`config.mk`:
```
export PLATFORM = sky130hd
export DESIGN_NAME = sic_clkstop_ctrl
export DESIGN_NICKNAME = d
export VERILOG_FILES = /design/src/rtl/sic_pkg.sv /design/src/rtl/sic_classify.sv /design/src/rtl/sic_flag_bank.sv /design/src/rtl/sic_mode_xfer.sv /design/src/rtl/sic_clkstop_ctrl.sv
export SDC_FILE = /design/constraint.sdc
export NUM_CORES = 1
export LEC_CHECK = 0
export ABC_CLOCK_PERIOD_IN_PS = 900
export BUFFER_PORTS_ARGS = -buffer_cell sky130_fd_sc_hd__buf_2
export CAP_MARGIN = 10
export CORE_MARGIN = 2
export CORE_UTILIZATION = 38
export CTS_BUF_LIST = sky130_fd_sc_hd__clkbuf_8 sky130_fd_sc_hd__clkbuf_16
export DETAILED_ROUTE_END_ITERATION = 10
export GPL_ROUTABILITY_DRIVEN = 0
export PLACE_DENSITY = 0.71
export SLEW_MARGIN = 20
export SYNTH_ARGS = -nofsm -noshare
export SYNTH_HDL_FRONTEND = slang
export SYNTH_SLANG_ARGS = --single-unit
```
`constraint.sdc`:
```
create_clock -name clk -period 0.9 [get_ports clk]
set_input_delay 0.135 -clock clk [delete_from_list [all_inputs] [get_ports clk]]
set_output_delay 0.135 -clock clk [all_outputs]
set_load 0.05 [all_outputs]
```
`src/rtl/sic_pkg.sv`:
```
package sic_pkg;
  typedef enum logic [1:0] {
    IK_NONE   = 2'd0,
    IK_CLOCK  = 2'd1,
    IK_NORMAL = 2'd2,
    IK_ERROR  = 2'd3
  } int_kind_e;

  typedef struct packed {
    logic err;
    logic norm;
    logic clk;
  } int_hits_t;
endpackage

```
`src/rtl/sic_classify.sv`:
```
module sic_classify
  import sic_pkg::*;
#(
  parameter int N_NORM = 4,
  parameter int N_CLK  = 2
) (
  input  logic              parity_chk_i,
  input  logic              psw_mask_i,
  input  logic [N_NORM-1:0] norm_req_i,
  input  logic [N_CLK-1:0]  clk_req_i,
  output int_hits_t         hits_o,
  output int_kind_e         kind_o
);
  always_comb begin
    hits_o.err  = parity_chk_i & psw_mask_i;
    hits_o.norm = |norm_req_i;
    hits_o.clk  = |clk_req_i;
    if (hits_o.err)       kind_o = IK_ERROR;
    else if (hits_o.norm) kind_o = IK_NORMAL;
    else if (hits_o.clk)  kind_o = IK_CLOCK;
    else                  kind_o = IK_NONE;
  end
endmodule

```
`src/rtl/sic_flag_bank.sv`:
```
module sic_flag_bank #(
  parameter int W = 3
) (
  input  logic         clk,
  input  logic         rst,
  input  logic         clr_i,
  input  logic [W-1:0] set_i,
  output logic [W-1:0] q_o
);
  for (genvar g = 0; g < W; g++) begin : g_bit
    logic q;
    always_ff @(posedge clk) begin
      if (rst || clr_i)   q <= 1'b0;
      else if (set_i[g])  q <= 1'b1;
    end
    assign q_o[g] = q;
  end
endmodule

```
`src/rtl/sic_mode_xfer.sv`:
```
module sic_mode_xfer #(
  parameter int              MODE_W   = 4,
  parameter logic [MODE_W-1:0] RST_MODE = '0
) (
  input  logic              clk,
  input  logic              rst,
  input  logic              load_i,
  input  logic              sel_err_i,
  input  logic [MODE_W-1:0] err_mode_i,
  input  logic [MODE_W-1:0] norm_mode_i,
  output logic [MODE_W-1:0] mode_o
);
  logic [MODE_W-1:0] req_q;
  logic              pend_q;

  always_ff @(posedge clk) begin
    if (rst) begin
      req_q  <= '0;
      pend_q <= 1'b0;
      mode_o <= RST_MODE;
    end else begin
      pend_q <= load_i;
      if (load_i) req_q <= sel_err_i ? err_mode_i : norm_mode_i;
      if (pend_q) mode_o <= req_q;
    end
  end
endmodule

```
`src/rtl/sic_clkstop_ctrl.sv`:
```
module sic_clkstop_ctrl
  import sic_pkg::*;
#(
  parameter int N_STOP = 3,
  parameter int N_NORM = 4,
  parameter int N_CLK  = 2,
  parameter int MODE_W = 4
) (
  input  logic              clk,
  input  logic              rst,
  input  logic              restart_i,
  input  logic              parity_chk_i,
  input  logic              psw_mask_i,
  input  logic [N_NORM-1:0] norm_req_i,
  input  logic [N_CLK-1:0]  clk_req_i,
  input  logic [MODE_W-1:0] err_mode_i,
  input  logic [MODE_W-1:0] norm_mode_i,
  output logic [N_STOP-1:0] stop_o,
  output logic              err_int_o,
  output logic              norm_int_o,
  output logic [MODE_W-1:0] mode_o
);
  localparam int N_INT = 2;

  int_hits_t  hits;
  int_kind_e  kind;
  logic       accept;
  logic [N_INT-1:0] int_set;
  logic [N_INT-1:0] int_q;

  sic_classify #(.N_NORM(N_NORM), .N_CLK(N_CLK)) u_cls (
    .parity_chk_i(parity_chk_i),
    .psw_mask_i  (psw_mask_i),
    .norm_req_i  (norm_req_i),
    .clk_req_i   (clk_req_i),
    .hits_o      (hits),
    .kind_o      (kind)
  );

  assign accept  = (kind != IK_NONE) && !restart_i;
  assign int_set = {hits.err, hits.norm} & {N_INT{!restart_i}};

  sic_flag_bank #(.W(N_STOP)) u_stop (
    .clk  (clk),
    .rst  (rst),
    .clr_i(restart_i),
    .set_i({N_STOP{accept}}),
    .q_o  (stop_o)
  );

  sic_flag_bank #(.W(N_INT)) u_int (
    .clk  (clk),
    .rst  (rst),
    .clr_i(restart_i),
    .set_i(int_set),
    .q_o  (int_q)
  );

  assign err_int_o  = int_q[1];
  assign norm_int_o = int_q[0];

  sic_mode_xfer #(.MODE_W(MODE_W)) u_mode (
    .clk        (clk),
    .rst        (rst),
    .load_i     (accept && (kind == IK_ERROR || kind == IK_NORMAL)),
    .sel_err_i  (kind == IK_ERROR),
    .err_mode_i (err_mode_i),
    .norm_mode_i(norm_mode_i),
    .mode_o     (mode_o)
  );
endmodule

```
Word level (Yosys, flattened, before mapping)
Index checks and enable logic that the tools add are counted.
{"block": "word_totals", "reg_bits": 12, "inputBits": 19, "output_inout_bits": 9, "wordCells": 22}
{"block": "classes", "n_eq_ne": 2, "mux": 4, "n_bitwise": 2, "reduce_logical": 8}
{"cell": "2-bit equality test, second input constant", "count": 2}
{"cell": "2-bit 2-to-1 mux", "count": 2}
{"cell": "4-bit 2-to-1 mux", "count": 1}
{"cell": "4-bit OR reduction", "count": 1}
{"cell": "2-bit bitwise AND", "count": 1}
{"cell": "1-bit logical AND", "count": 2}
{"cell": "1-bit logical OR", "count": 2}
{"cell": "2-bit nonzero test", "count": 1}
{"cell": "2-bit OR reduction", "count": 1}
{"cell": "1-bit bitwise AND", "count": 1}
{"cell": "1-bit zero test", "count": 1}
{"cell": "1-bit 2-to-1 mux", "count": 1}

Depth between registers and ports, before layout
Gate-level depths: netlist of run 1.
{"block": "logic_depth", "depth_word": 7, "mapped_depth": 4, "depth_no_buf": 3}

Cells and area by module
Synthesis of run 1 repeated with hierarchy kept, for this count alone.
{"block": "unflattened", "cells_unflattened": 66, "area_unflattened_um2": 610.6}
{"mod": "sic_mode_xfer", "n_inst": 1, "cells_each": 34, "area_each_um2": 345.3, "seq_area_each_um2": 180.2}
{"mod": "sic_flag_bank (u_stop)", "n_inst": 1, "cells_each": 12, "area_each_um2": 108.9, "seq_area_each_um2": 60.1}
{"mod": "sic_flag_bank (u_int)", "n_inst": 1, "cells_each": 8, "area_each_um2": 72.6, "seq_area_each_um2": 40.0}
{"mod": "sic_classify", "n_inst": 1, "cells_each": 7, "area_each_um2": 48.8, "seq_area_each_um2": 0.0}
{"mod": "sic_clkstop_ctrl", "n_inst": 1, "cells_each": 5, "area_each_um2": 35.0, "seq_area_each_um2": 0.0}

Worst setup path before layout of run 1
OpenSTA, ideal clock, no wires.
{"block": "synth_path", "kind": "input to register", "start": "input parity_chk_i", "end": "register u_mode.req_q[0]", "t_arrival_ns": 0.857, "setup_slack_ns": -0.091, "path_stages": 4, "path_buffers": 1, "path_cell_list": "buf_4 -> and3_1 -> a2111oi_1 -> a211oi_1"}
{"block": "synth_via", "elab_chain_cells": 5, "word_cells_on_any_way": 9, "classes_between": "2 x eq/ne; 2 x mux; 1 x bitwise; 4 x reduce/logical"}
{"item": "from (decl)", "line": "sic_clkstop_ctrl.sv:12", "text": "input logic parity_chk_i,"}
{"item": "1-bit bitwise AND (*)", "line": "sic_classify.sv:15", "text": "hits_o.err = parity_chk_i & psw_mask_i;"}
{"item": "2-bit 2-to-1 mux (*)", "line": "sic_classify.sv:18", "text": "if (hits_o.err) kind_o = IK_ERROR;"}
{"item": "2-bit equality test (tied with other cells)", "line": "sic_clkstop_ctrl.sv:65, sic_clkstop_ctrl.sv:66"}
{"item": "1-bit logical OR / 1-bit logical AND (equally long branches)", "line": "sic_clkstop_ctrl.sv:65, sic_clkstop_ctrl.sv:40"}
{"item": "1-bit logical AND", "line": "sic_clkstop_ctrl.sv:65", "text": ".load_i (accept && (kind == IK_ERROR || kind == IK_NORMAL)),"}
{"item": "to (signal assigned)", "line": "sic_mode_xfer.sv:23", "text": "if (load_i) req_q <= sel_err_i ? err_mode_i : norm_mode_i;"}
{"item": "to (decl)", "line": "sic_mode_xfer.sv:13", "text": "logic [MODE_W-1:0] req_q;"}
Every way passes the cells marked *; elsewhere a longest branch is shown, timed or not.
A chain may end at the register's enable or synchronous reset.

Final worst setup path of run 1
{"block": "layout_path", "start": "register u_stop.g_bit[2].q", "end": "output stop_o[2]"}
{"item": "from (decl)", "line": "sic_flag_bank.sv:11", "text": "logic q;"}
{"item": "from (signal assigned)", "line": "sic_flag_bank.sv:13", "text": "if (rst || clr_i) q <= 1'b0;"}
{"item": "from (signal assigned)", "line": "sic_flag_bank.sv:14", "text": "else if (set_i[g]) q <= 1'b1;"}
{"item": "to (decl)", "line": "sic_clkstop_ctrl.sv:18", "text": "output logic [N_STOP-1:0] stop_o,"}
No word-level cell between the ends.

==> metrics.md, run 1 <==
| Metric | Value |
|---|---|
| Number of global-route vias before repair | `467` |
| Tot GR Track Use | `14.8%` |
| Worst Max-Slew Pin Slew | `0.291 ns` |
| CP Data Required Time | `0.76 ns` |
| CTS root buf | `clkbuf_8` |
| Seq/Total Area, Yosys | `41.9%` |
| Clock tree sinks | `12` |
| # H-tree levels | `1` |
| Number of remaining DRC errors | `0` |
| Max-slew headroom | `80.5%` |
| Max-cap viol count | `0` |
| Worst skew pair latency | `0.24 ns` |
| Post-route ant nets | `0` |
| N_diodes | `0` |
| FFs w/ async S/R, synth | `0%` |
| Combinational share of power | `19.6%` |
| Peak Freq | `1100 MHz` |
| Drt via density | `~5.2` |
| Cell chain of the critical path | `buf_8` |
| Slew Viols, Final | `0` |
| Nets | `between 100 and 150` |
| Reg clk slew, reported paths | `0.05 ns` |
| DR top layer | `met4` |
| Final Hold Vio Count | `0` |
| Setup violators final | `3` |
| Leak | `0.390 nW` |
| TritonCTS Buffers | `3` |
| Cell with the most instances after synthesis | `dfxtp_1` |
| Die Ht | `42.8 µm` |
| Commonest cells post-synth | `dfxtp_1, a211oi_1, buf_4, nor2_1` |
| Final Util | `about 61%` |
| Mapped Nets | `79` |
| Slack of the critical path | `-0.0108 ns` |
| First-pass GRT wire length | `1970 µm` |
| Hold/Removal Path Class | `input port to register` |
| Max VDD drop | `around 1.1 mV` |
| Syn-to-layout area delta | `55.9%` |
| Unrepaired setup endpoints after global routing | `yes` |
| GR Overflow Total | `0` |
| Internal | `0.00108 W` |
| Critical path buffers and inverters | `1` |
| Detail Placement HPWL | `948 µm` |
| Fin crit share | `101%` |
| Status | `finished with violations` |
| Port-buffer cells | `27` |
| CTS tree | `done` |
| Post-synthesis register bit count | `12` |
| Setup TNS | `-0.0300 ns` |
| Crit path max fanout | `4` |
| Layout cells sized above 1 | `55.7%` |
| Initial antenna violation count | `0` |
| Crit path DAT | `0.78 ns` |
| Starting DRT DRC Count | `6` |
| Crit Path Class | `register to primary output` |
| Synth top area share | `41.9%` |
| Wl on met1 | `580 µm` |
| Skew final | `about 0.0036 ns` |
| CP delay by family, top | `flip-flops` |
| Syn Inst Count | `60` |
| Num rows | `14` |
| PD cells | `1630 nW/µm²` |
| Post-place setup slack | `-0.249 ns` |
| Top_reg_cell synth | `dfxtp_1` |
| Cell taking the most area after synthesis | `dfxtp_1` |
| Core Region | `1450 µm²` |
| # IOs | `28` |
| Cell area after synthesis | `573 µm²` |
| Sequential Power Share | `40.3%` |
| Number of flops mapped to enable cells by yosys | `0` |
| CP max stage delay | `0.38 ns` |
| # hold bufs at CTS | `0` |
| Crit path capture type | `primary output` |
| Synth cell types | `18` |
| Die area | `1830 µm²` |
| DIE WIDTH | `42.8 µm` |
| Failing checks | `negative setup slack` |
| Longest Clk Path Bufs | `2` |
| Routed vias | `roughly 540` |
| Switching share of power | `between 20% and 30%` |
| Metal3 WL | `96 µm` |
| Ranking of synthesized cells by area | `dfxtp_1, a2111oi_1, mux2i_1` |
| Largest net degree at the start of global routing | `13` |
| Worst setup SP type | `register` |
| YS warnings | `0` |
| Met2 wire length | `605 µm` |
| Routed wire length | `around 1300 µm` |
| Clock power share | `40.1%` |
| Switching power | `0.000376 W` |
| Wire per inst | `12.6 µm` |
| Total iterations of the first detailed-routing run | `4` |
| Starting Density | `roughly two fifths` |
| Critical-path top delay cell | `dfxtp_4` |
| Synth Area per Inst | `9.55 µm²` |
| Final Critical Period | `0.911 ns` |
## per-stage QoR
stage / total power (W) / cells / area [µm²] / hold slack [ns]
after detailed placement: 0.000836 / 100 / 732 / 0.450
after floorplan: 0.000760 / 60 / 588 / 0.208
final: 0.00146 / 104 / 893 / 0.213
after global routing: 0.00152 / 104 / 893 / 0.217
after CTS: 0.00145 / 104 / 843 / 0.199
after global placement: 0.000831 / 100 / 732 / 0.451
## cell families (layout without fill, tap and decap cells)
group	after synthesis	after routing	share of synthesized area, %
flops	12	12	41.9
compound gates	16	16	22.5
buf+inv	12	40	11.1
simple gates	16	16	17.5
mux	4	4	6.99
## final timing paths
check | from | to | slack (ns) | cells past startpoint
setup / recovery | u_stop.g_bit[2].q$_SDFFE_PP0P_ | stop_o[2] | -0.01 | 1
hold / removal | rst | u_stop.g_bit[2].q$_SDFFE_PP0P_ | 0.21 | 2
setup reg to reg | u_stop.g_bit[2].q$_SDFFE_PP0P_ | u_stop.g_bit[2].q$_SDFFE_PP0P_ | 0.03 | 2
hold reg to reg | u_mode.req_q[3]$_SDFFE_PP0P_ | u_mode.req_q[3]$_SDFFE_PP0P_ | 0.46 | 2
## flip-flops by register name, indices dropped and copies added, names as in the netlist
| register | flops |
|---|---|
| u_int.g_bit.q | 2 |
| u_mode.mode_o | 4 |
| u_mode.pend_q | 1 |
| u_mode.req_q | 4 |
| u_stop.g_bit.q | 1 |
## layout by cell type (no fill, tap or decap), drive strengths merged
| cell type | instances |
|---|---|
| nand2 | 1 |
| or4 | 1 |
| a21oi | 2 |
| a21boi | 4 |
| a2111oi | 4 |
| dfxtp | 12 |
| a211oi | 5 |
| nor2 | 5 |
| a21o | 1 |
| and3 | 4 |
| mux2i | 4 |
| inv | 4 |
| nor4 | 1 |
| buf | 32 |
| clkbuf | 4 |
| nor3 | 4 |
## power by group through the flow
stage,Combinational (W),Sequential [W],Clock [W]
finish,0.000286,0.000587,0.000583
global route,0.000305,0.000590,0.000628
CTS,0.000267,0.000583,0.000596
detailed placement,0.000245,0.000591,0
global placement,0.000241,0.000590,0
floorplan,0.000140,0.000620,0
## cell type report
cell class | count | area [µm²]
Clock buffer | 4 | 55.1
Timing Repair Buffer | 32 | 253
Fill cell | 125 | 561
Tap cell | 16 | 20.0
Inverter | 4 | 15.0
Multi-Input combinational cell | 36 | 302
Sequential cell | 12 | 249
## routing by layer
metal,up-vias,track usage [%]
met2,22,21.2
met5,-,0
met1,245,18.8
met3,4,4.68
met4,0,9.38
li1,270,-
## what timing repair did
| item | 4_1_cts | 5_1_grt |
|---|---|---|
| endpoints found under the hold margin | 0 | 0 |
| pin swaps | 0 | 2 |
| setup buffers | 0 | 0 |
| gates resized for setup | 19 | 15 |
| endpoints found under the setup margin | 9 | 12 |
Power figures use the tool's default switching activity.
==> run 2, diff against run 1 <==
- CTS_BUF_LIST: sky130_fd_sc_hd__clkbuf_8 sky130_fd_sc_hd__clkbuf_16 -> unset
==> run 2 against run 1 <==
- the run still ends with negative setup slack left
- maximum frequency shrank 3.5%
- total power decreased by 12%
- combinational power shrank 1%
- via count is 0.92% higher
- non-clock buffer count is 1 higher
- sequential share of layout area increased by 1.0 points
- final cell count grew 0.96%
- global-route usage increased by 1.1 points
- register-to-register slack better by 0.06 ns
- utilization decreased by 1.3 points
- critical endpoint unchanged
- largest power group unchanged
==> metrics.md, run 2 (synthesis gave the netlist of run 1 again) <==
| Metric | Value |
|---|---|
| Worst setup SP type | `register` |
| # hold bufs at CTS | `0 (unchanged)` |
| Post-route ant nets | `0 (unchanged)` |
| Crit Path Class | `register to primary output` |
| # IOs | `28 (unchanged)` |
| Starting DRT DRC Count | `2 (-4)` |
| Crit path DAT | `0.81 ns (+0.03 ns)` |
| Crit path capture type | `primary output` |
| Nets | `109 (+0.93%)` |
| Layout cells sized above 1 | `57.3% (+1.6 points)` |
| # H-tree levels | `1 (unchanged)` |
| Fin crit share | `105% (+3.7 points)` |
| Reg clk slew, reported paths | `0.07 ns (+0.02 ns)` |
| Wire per inst | `12.3 µm (-2.3%)` |
| Port-buffer cells | `27 (unchanged)` |
| Max VDD drop | `0.874 mV (-23%)` |
| Starting Density | `39.4% (unchanged)` |
| CTS tree | `done` |
| Routed vias | `546 (+0.92%)` |
| Routed wire length | `1290 µm (-1.4%)` |
| Cell chain of the critical path | `buf_8` |
| First-pass GRT wire length | `2080 µm (+6.0%)` |
| Biggest regs | `u_mode.mode_o (4), u_mode.req_q (4), u_int.g_bit.q (2)` |
| CP delay by family, top | `flip-flops` |
| Longest Clk Path Bufs | `2 (unchanged)` |
| Failing checks | `negative setup slack` |
| Skew final | `0.000316 ns (-0.00327 ns)` |
| Unrepaired setup endpoints after global routing | `yes` |
| Worst Max-Slew Pin Slew | `0.372 ns (+0.0804 ns)` |
| Status | `finished with violations` |
| Largest net degree at the start of global routing | `13 (unchanged)` |
| PD cells | `1470 nW/µm² (-9.7%)` |
| Post-place setup slack | `-0.249 ns (unchanged)` |
| Leak | `0.386 nW (-0.79%)` |
| Peak Freq | `1060 MHz (-3.5%)` |
| N_diodes | `0 (unchanged)` |
| Slack of the critical path | `-0.0439 ns (-0.0331 ns)` |
| Syn-to-layout area delta | `52.6%` |
| Critical path buffers and inverters | `1 (unchanged)` |
| TritonCTS Buffers | `3 (unchanged)` |
| Die Ht | `42.8 µm (unchanged)` |
| Setup violators final | `3 (unchanged)` |
| Num rows | `14 (unchanged)` |
| CP Data Required Time | `0.76 ns (about the same)` |
| Hold slack | `0.182 ns (-0.0309 ns)` |
| Setup TNS | `-0.130 ns (-0.0996 ns)` |
| Total iterations of the first detailed-routing run | `4 (unchanged)` |
| Crit path max fanout | `4 (unchanged)` |
| Final Hold Vio Count | `0 (unchanged)` |
| Number of global-route vias before repair | `502 (+7.5%)` |
| Most frequent cells in the layout | `buf_2, buf_8, dfxtp_2, buf_4` |
| Tot GR Track Use | `15.8% (+1.1 points)` |
| DIE WIDTH | `42.8 µm (unchanged)` |
| Core Region | `1450 µm² (unchanged)` |
| Critical-path top delay cell | `dfxtp_4` |
| Max-slew headroom | `75.2% (-5.4 points)` |
| GR Overflow Total | `0 (unchanged)` |
| Commonest non-fill, non-tap cell in the layout | `buf_2` |
| Hold/Removal Path Class | `input port to register` |
| Drt via density | `5.20 (about the same)` |
| CTS root buf | `clkbuf_4` |
| Final Critical Period | `0.944 ns (+0.0331 ns)` |
| Number of remaining DRC errors | `0 (unchanged)` |
| Detail Placement HPWL | `948 µm (unchanged)` |
| Clock tree sinks | `12 (unchanged)` |
| Max-cap viol count | `0 (unchanged)` |
| Initial antenna violation count | `0 (unchanged)` |
| Slew Viols, Final | `0 (unchanged)` |
| Die area | `1830 µm² (unchanged)` |
| CP max stage delay | `0.39 ns (about the same)` |
| Worst skew pair latency | `0.26 ns (+0.02 ns)` |
run 2: cell type report:
cell class / count / area [µm²]
multi-input cells: 36 / 284
clock buffers: 4 / 36.3
fillers: 129 / 579
flip-flops and latches: 12 / 253
inverters: 4 / 15.0
repair buffers: 33 / 267
well taps: 16 / 20.0
run 2: stage by stage:
stage	total power [W]	cells	utilization, %	cell area (µm²)
floorplan	0.000760	60	-	588
global placement	0.000831	100	50.3	732
detailed placement	0.000836	100	50.3	732
CTS	0.00130	105	59.3	862
global route	0.00136	105	60.2	875
finish	0.00129	105	60.2	875
run 2: timing repair:
action / in CTS / in global routing
endpoints found under the setup margin: 9 / 11
resized for setup: 31 / 4
setup buffers: 1 / 0
run 2: report_power, final:
group	leakage (nW)	switching (W)	internal, W
clock network	0.0210	0.000172	0.000246
logic	0.263	0.000149	0.000133
registers	0.102	0.0000256	0.000562
total	0.386	0.000347	0.000940
run 2: path summary, 6_finish.rpt:
| path | from | end | slack, ns | cells after the start |
|---|---|---|---|---|
| worst max-delay path | u_stop.g_bit[2].q$_SDFFE_PP0P_ | stop_o[2] | -0.04 | 1 |
| worst min-delay path | restart_i | u_int.g_bit[0].q$_SDFFE_PP0P_ | 0.18 | 2 |
| worst max register to register | u_stop.g_bit[2].q$_SDFFE_PP0P_ | u_stop.g_bit[2].q$_SDFFE_PP0P_ | 0.09 | 2 |
| worst min register to register | u_mode.req_q[3]$_SDFFE_PP0P_ | u_mode.req_q[3]$_SDFFE_PP0P_ | 0.46 | 2 |
run 2: per-layer routing:
metal	wire length [µm]	vias to the layer above	track usage, %
li1	-	275	-
met1	533	246	18.3
met2	647	21	24.2
met3	78	4	6.38
met4	34	0	9.38
met5	0	-	0
